## config.mk

```make
export PLATFORM = sky130hd
export DESIGN_NAME = iocap_input_path
export DESIGN_NICKNAME = d
export VERILOG_FILES = /design/src/rtl/iocap_pkg.sv /design/src/rtl/iocap_sample_stage.sv /design/src/rtl/iocap_front_latch.sv /design/src/rtl/iocap_store.sv /design/src/rtl/iocap_tap.sv /design/src/rtl/iocap_input_path.sv
export SDC_FILE = /design/constraint.sdc
export NUM_CORES = 1
export LEC_CHECK = 0
export ABC_AREA = 1
export ABC_CLOCK_PERIOD_IN_PS = 1070
export BUFFER_PORTS_ARGS = -buffer_cell sky130_fd_sc_hd__buf_2
export CORE_UTILIZATION = 56
export DETAILED_ROUTE_END_ITERATION = 6
export HOLD_SLACK_MARGIN = 0.06
export MAX_ROUTING_LAYER = met4
export PLACE_DENSITY = 0.77
export SLEW_MARGIN = 10
export SYNTH_ARGS = -nofsm -noshare
export SYNTH_HDL_FRONTEND = slang
export SYNTH_HIERARCHICAL = 1
export SYNTH_SLANG_ARGS = --single-unit
```

## constraint.sdc

```tcl
create_clock -name clk -period 1.07 [get_ports clk]
set_input_delay 0.1605 -clock clk [delete_from_list [all_inputs] [get_ports clk]]
set_output_delay 0.1605 -clock clk [all_outputs]
set_load 0.02 [all_outputs]
```

## src/rtl/iocap_pkg.sv

```systemverilog
package iocap_pkg;
  typedef enum logic {
    CAP_EDGE  = 1'b0,
    CAP_LEVEL = 1'b1
  } cap_mode_e;

  typedef enum logic {
    TAP_PAD = 1'b0,
    TAP_REG = 1'b1
  } tap_src_e;
endpackage

```

## src/rtl/iocap_sample_stage.sv

```systemverilog
// Rank 1: samples pad bank and pad-side clocks into the fabric clock,
// applying the configured clock polarity.
module iocap_sample_stage #(
  parameter int WIDTH = 8
) (
  input  logic             clk,
  input  logic             rst,
  input  logic [WIDTH-1:0] pad,
  input  logic             ik,
  input  logic             ok,
  input  logic             ce,
  input  logic             ik_inv,
  input  logic             ok_inv,
  output logic [WIDTH-1:0] pad_s,
  output logic             ikp_s,
  output logic             okp_s,
  output logic             ce_s
);
  always_ff @(posedge clk) begin
    if (rst) begin
      pad_s <= '0;
      ikp_s <= 1'b0;
      okp_s <= 1'b0;
      ce_s  <= 1'b0;
    end else begin
      pad_s <= pad;
      ikp_s <= ik ^ ik_inv;
      okp_s <= ok ^ ok_inv;
      ce_s  <= ce;
    end
  end
endmodule

```

## src/rtl/iocap_front_latch.sv

```systemverilog
// Optional front latch, open while the effective launch clock is low,
// bypassed combinationally when disabled.
module iocap_front_latch #(
  parameter int WIDTH   = 8,
  parameter bit PRESENT = 1'b1
) (
  input  logic             clk,
  input  logic             rst,
  input  logic             enable,
  input  logic             launch,
  input  logic [WIDTH-1:0] d,
  output logic [WIDTH-1:0] q
);
  generate
    if (PRESENT) begin : g_front
      for (genvar i = 0; i < WIDTH; i++) begin : g_lane
        logic held;
        logic view;

        always_ff @(posedge clk) begin
          if (rst)          held <= 1'b0;
          else if (!launch) held <= d[i];
        end

        assign view = launch ? held : d[i];
        assign q[i] = enable ? view : d[i];
      end
    end else begin : g_none
      logic unused_ok;
      assign unused_ok = &{1'b0, clk, rst, enable, launch};
      assign q = d;
    end
  endgenerate
endmodule

```

## src/rtl/iocap_store.sv

```systemverilog
// Per-pad storage element: edge flip-flop or high-transparent latch,
// with enable and configured reset value.
module iocap_store
  import iocap_pkg::*;
#(
  parameter int WIDTH = 8
) (
  input  logic             clk,
  input  logic             rst,
  input  logic             set_val,
  input  cap_mode_e        mode,
  input  logic             cap_clk,
  input  logic             ce,
  input  logic [WIDTH-1:0] d,
  output logic [WIDTH-1:0] q
);
  logic cap_prev;
  logic rise;
  logic load;

  assign rise = cap_clk & ~cap_prev;
  assign load = ce & ((mode == CAP_LEVEL) ? cap_clk : rise);

  always_ff @(posedge clk) begin
    if (rst) begin
      cap_prev <= 1'b0;
      q        <= {WIDTH{set_val}};
    end else begin
      cap_prev <= cap_clk;
      if (load) q <= d;
    end
  end
endmodule

```

## src/rtl/iocap_tap.sv

```systemverilog
// Tap rank: delays the direct pad path to line up with the stored path
// and registers the selected source.
module iocap_tap
  import iocap_pkg::*;
#(
  parameter int WIDTH = 8
) (
  input  logic             clk,
  input  logic             rst,
  input  tap_src_e         src,
  input  logic [WIDTH-1:0] direct,
  input  logic [WIDTH-1:0] stored,
  output logic [WIDTH-1:0] tap
);
  logic [WIDTH-1:0] direct_d;

  always_ff @(posedge clk) begin
    if (rst) begin
      direct_d <= '0;
      tap      <= '0;
    end else begin
      direct_d <= direct;
      tap      <= (src == TAP_REG) ? stored : direct_d;
    end
  end
endmodule

```

## src/rtl/iocap_input_path.sv

```systemverilog
module iocap_input_path
  import iocap_pkg::*;
#(
  parameter int WIDTH         = 8,
  parameter bit FRONT_PRESENT = 1'b1
) (
  input  logic             clk,
  input  logic             rst,
  input  logic [WIDTH-1:0] pad,
  input  logic             ik,
  input  logic             ok,
  input  logic             ce,
  input  logic             cfg_level_mode,
  input  logic             cfg_ik_inv,
  input  logic             cfg_ok_inv,
  input  logic             cfg_front_en,
  input  logic             cfg_set_val,
  input  logic             cfg_tap_a_reg,
  input  logic             cfg_tap_b_reg,
  output logic [WIDTH-1:0] tap_a,
  output logic [WIDTH-1:0] tap_b
);
  logic [WIDTH-1:0] pad_s;
  logic             ikp_s;
  logic             okp_s;
  logic             ce_s;
  logic [WIDTH-1:0] front_q;
  logic [WIDTH-1:0] store_q;
  cap_mode_e        mode;
  tap_src_e         src_a;
  tap_src_e         src_b;

  assign mode  = cap_mode_e'(cfg_level_mode);
  assign src_a = tap_src_e'(cfg_tap_a_reg);
  assign src_b = tap_src_e'(cfg_tap_b_reg);

  iocap_sample_stage #(.WIDTH(WIDTH)) u_sample (
    .clk(clk), .rst(rst), .pad(pad), .ik(ik), .ok(ok), .ce(ce),
    .ik_inv(cfg_ik_inv), .ok_inv(cfg_ok_inv),
    .pad_s(pad_s), .ikp_s(ikp_s), .okp_s(okp_s), .ce_s(ce_s)
  );

  iocap_front_latch #(.WIDTH(WIDTH), .PRESENT(FRONT_PRESENT)) u_front (
    .clk(clk), .rst(rst), .enable(cfg_front_en), .launch(okp_s),
    .d(pad_s), .q(front_q)
  );

  iocap_store #(.WIDTH(WIDTH)) u_store (
    .clk(clk), .rst(rst), .set_val(cfg_set_val), .mode(mode),
    .cap_clk(ikp_s), .ce(ce_s), .d(front_q), .q(store_q)
  );

  iocap_tap #(.WIDTH(WIDTH)) u_tap_a (
    .clk(clk), .rst(rst), .src(src_a), .direct(pad_s), .stored(store_q),
    .tap(tap_a)
  );

  iocap_tap #(.WIDTH(WIDTH)) u_tap_b (
    .clk(clk), .rst(rst), .src(src_b), .direct(pad_s), .stored(store_q),
    .tap(tap_b)
  );
endmodule

```

# Word-level counts from Yosys, hierarchy flattened
# Index checks and enable logic that the tools add are counted.
# totals
out_inout_bits,16
ff_bits,52
word_cells,44
# op_classes
muxes,21
n_bitwise,5
n_reduce_logical,1
# ops
op,count
two-way mux 8 bit,4
two-way mux 1 bit,17
bitwise AND 1 bit,2
nonzero test 2 bit,1
bitwise XOR 1 bit,2
NOT 1 bit,1

# Depth between registers and ports, before layout
# depth
word_depth,6
ltp_mapped,7

# By module
# Netlist, hierarchy kept.
# by_module_without_submodules
mod,seq_area_each_um2,area_each_um2,n_inst,cells_per_inst
iocap_tap,320.3,573.0,2,76
iocap_front_latch,160.2,514.2,1,85
iocap_store,260.2,360.3,1,35
iocap_sample_stage,220.2,337.8,1,39

# Least setup slack after synthesis
# Ideal clock, no wire load.
# synth_path
kind,register to register
from,register u_sample.okp_s
to,"register u_store.q[2], data pin"
path_stages_with_launch,8
slack_ps,79
t_arrival_ps,735
setup_ps,255
required_time_ps,815
cell_sequence,dfxtp_1 > buf_6 > inv_8 > nand2_2 > nand3_1 > nand2_1 > nand2_1 > nand2_1
# synth_via
elab_chain_cells,4
# synth_lines
element,line,text
start: declaration,iocap_sample_stage.sv:16,"output logic okp_s,"
start signal: assignment,iocap_sample_stage.sv:28,okp_s <= ok ^ ok_inv;
two-way mux 1 bit,iocap_front_latch.sv:25,assign view = launch ? held : d[i];
two-way mux 1 bit,iocap_front_latch.sv:26,assign q[i] = enable ? view : d[i];
named net front_q[2],iocap_input_path.sv:27,logic [WIDTH-1:0] front_q;
two-way mux 8 bit,iocap_store.sv:30,if (load) q <= d;
two-way mux 8 bit,iocap_store.sv:25,if (rst) begin
end signal: assignment,iocap_store.sv:27,q <= {WIDTH{set_val}};
end: declaration,iocap_store.sv:15,output logic [WIDTH-1:0] q
# The timed path passes the listed nets, and every way through them passes these cells. The select of a mux whose other input is x is not followed.
# A chain may end at the register's enable or synchronous reset.

# Worst setup path in the final report
# layout_path
from,register u_sample.okp_s
to,"register u_store.q[1], data pin"
# Same word-level chain as after synthesis.

==> flow_summary.toml <==
[timing]
skew_ns = 0.006533
setup_slack_ns = -0.005773
final-max-slew-violation-count = 0
period_needed_ns = 1.076
period_share = 1.005
hold_violations = 0
tightest_slew_ns = 0.2806
grt_setup_unrepaired = "true"
whs_ns = 0.2048
max_slew_margin = 0.8129
finalSetupViolations = 2
max_clock_freq_ghz = 0.9296

[cells_and_area]
regArea_sq_um = 1286
fill_cells = 292
final_common_cell = "nand2_1"
final_cell_mix = "82 x nand2_1, 65 x nor2_1, 61 x inv_1, 50 x dfxtp_1, 35 x buf_2"
multi_input_area_sq_um = 752.0
area_growth_pct = 25.57
diodes = 0
nNetsFinal = 390
utilization = 0.7351
layout-drive-gt1-share = 0.2453

[power_and_ir_drop]
leakage_nw = 1.584
power.density_nw_per_um2 = 1662
peakVddDrop_mv = 1.045
pwr-share-comb = 0.125
p_seq_frac = 0.507
p_sw_mw = 1.334
intPower_mw = 3.587
clockPowerShare = 0.367
swShare = 0.2712

[critical_path]
cp_data_arrival_time_ns = 1.17
crit_path_end_kind = "register"
max_stage_delay_ns = 0.42
cp-start-kind = "register"
reg2regPathDepth = 6
crit_slowest_cell = "dfxtp_4"
cp_cell_sequence = "buf_6, nand2_4, nand3_2, nand2_1, nand2_1, nand2_1"
worstPathMaxFanout = 6
crit_top_cell = "nand2_1"
required_ns = 1.16
path_class = "reg2reg"

[yosys]
synth_top_family_by_area = "simple AND/OR/NAND/NOR gates"
synthAdderAreaFrac = 0
muxShareOfSynthArea = 0
ys_seq_area_frac = 0.5432
synthDistinctLibCells = 16
synth_compound_area_frac = 0
yosysWarnings = 6
synthCells = 311
syn-num-nets = 331
avgSynthCellArea_sq_um = 7.584
ys_seq_elements = 60
syn_area_sq_um = 2359
synthSimpleGateAreaFrac = 0.3040
synth_xor_area_frac = 0

[detailed_routing]
antenna_left = 0
firstDrtPassIters = 4
drc_errors = 0
drt_iter0_drc = 63
vias = 1861
wl_um = 4557
wire_per_inst_um = 10.72
via_per_inst = 4.379

[floorplan]
die_w_um = 66.90
initial_utilization = 0.5854
dieArea_sq_um = 4475
std_cell_rows = 23
die_h_um = 66.90
core_area_sq_um = 4029
io_pins = 36

[grt]
globalRouteOverflowTotal = 0
antenna_found_initial = 0
grt_pass1_wl_um = 7127
grt_pass1_vias = 1684
grt_max_degree = 20
grt_use_total = 0.2351
busiest_layer = "met2"
met3_usage = 0.07705
use_met1 = 0.2412
gr-usage-met2 = 0.3838

[run]
drv_cap = 0

[placement]
dpl.hpwl_um = 2850
place.port_buffers = 35
routabilityCongestion = 0.8488

[clock_network]
clkLatencyLatePin_ns = 0.34
clk_pin_slew_ns = 0.07
clkSinkCount = 60
cts_root_buf = "clkbuf_8"
cts_tree = "built"
htree_num_levels = 3
cts_buffer_depth = 2
cts_buffers = 9

[hold_path]
min_path_type = "in2reg"
hold_depth = 3

[run_status]
status = "finished with violations"
violations = "negative setup slack"
[state kept, by name, summed over array words and instances, names as in the netlist]
register / cells
u_sample/okp_s: 1
u_tap_a/direct_d: 8
u_sample/ce_s: 1
u_tap_a/tap: 8
u_store/q: 8
u_front/g_front.g_lane.held: 8
u_sample/ikp_s: 1
u_store/cap_prev: 1
u_tap_b/direct_d: 8
u_tap_b/tap: 8
u_sample/pad_s: 8
[logic make-up after synthesis]
group                  Yosys count
buffers and inverters           76
DFF                             60
and+or+nand+nor                175
[cells in the mapped netlist (all sizes together)]
library cell	count	area share
nand2	97	0.17
nor2	70	0.12
inv	66	0.11
dfxtp	52	0.44
buf	10	0.042
edfxtp	8	0.10
nand3	8	0.017
[path summary, 6_finish.rpt]
path                             startpoint                           to  slack (ns)
setup / recovery  u_sample/okp_s$_SDFF_PP0_       u_store/q[1]$_DFFE_PP_      -0.006
hold / removal                  cfg_set_val       u_store/q[7]$_DFFE_PP_        0.20
setup reg to reg  u_sample/okp_s$_SDFF_PP0_       u_store/q[1]$_DFFE_PP_      -0.006
hold reg to reg   u_sample/ikp_s$_SDFF_PP0_  u_store/cap_prev$_SDFF_PP0_        0.42
[repair_timing]
action                                 in CTS  in global routing
setup endpoints to repair                  10                  5
endpoints found under the hold margin      11                  0
pin swaps                                   0                  4
gates resized for setup                     2                 15
cloned                                      0                  0
buffers inserted                            0                  1
hold buffers                               13                  0
[critical path: cells and delay by family, from the launching register on]
family,cells,cell delay (ns)
flip-flops,1,0.42
AND/OR/NAND/NOR,5,0.27
buffers and inverters,1,0.15
[power by group through the flow]
stage	clock [mW]	sequential, mW	combinational (mW)
floorplan	0	2.57	0.350
global placement	0	2.54	0.532
detailed placement	0	2.55	0.541
CTS	1.84	2.50	0.580
global route	1.94	2.51	0.694
finish	1.81	2.50	0.616
[routing by layer]
layer / up-vias / share of wire / wire length, um
li1: 997 / - / -
met1: 786 / 0.43 / 1970
met2: 69 / 0.49 / 2254
met3: 9 / 0.050 / 230
met4: 0 / 0.022 / 102
met5: - / 0 / 0
[layout make-up]
| type | count | share of cell area |
|---|---|---|
| clock buffer | 10 | 0.04647 |
| clock inverter | 6 | 0.01225 |
| inverter | 66 | 0.08956 |
| multi-input combinational | 175 | 0.2539 |
| sequential | 60 | 0.4343 |
| tap | 50 | 0.02112 |
| timing repair buffer | 58 | 0.1424 |
[per-stage QoR]
step	setup WS [ns]	TNS (ns)	std cells	power [mW]	cell area [sq um]
after floorplan	0.07911	0	311	2.920	2359
after global placement	-0.1363	-0.9806	395	3.077	2601
after detailed placement	-0.1810	-1.246	395	3.090	2601
after CTS	0.02379	0	424	4.917	2909
after global routing	-0.04639	-0.2006	425	5.151	2962
final	-0.005773	-0.006923	425	4.921	2962
Note: power is estimated with default switching activity, not from simulation.
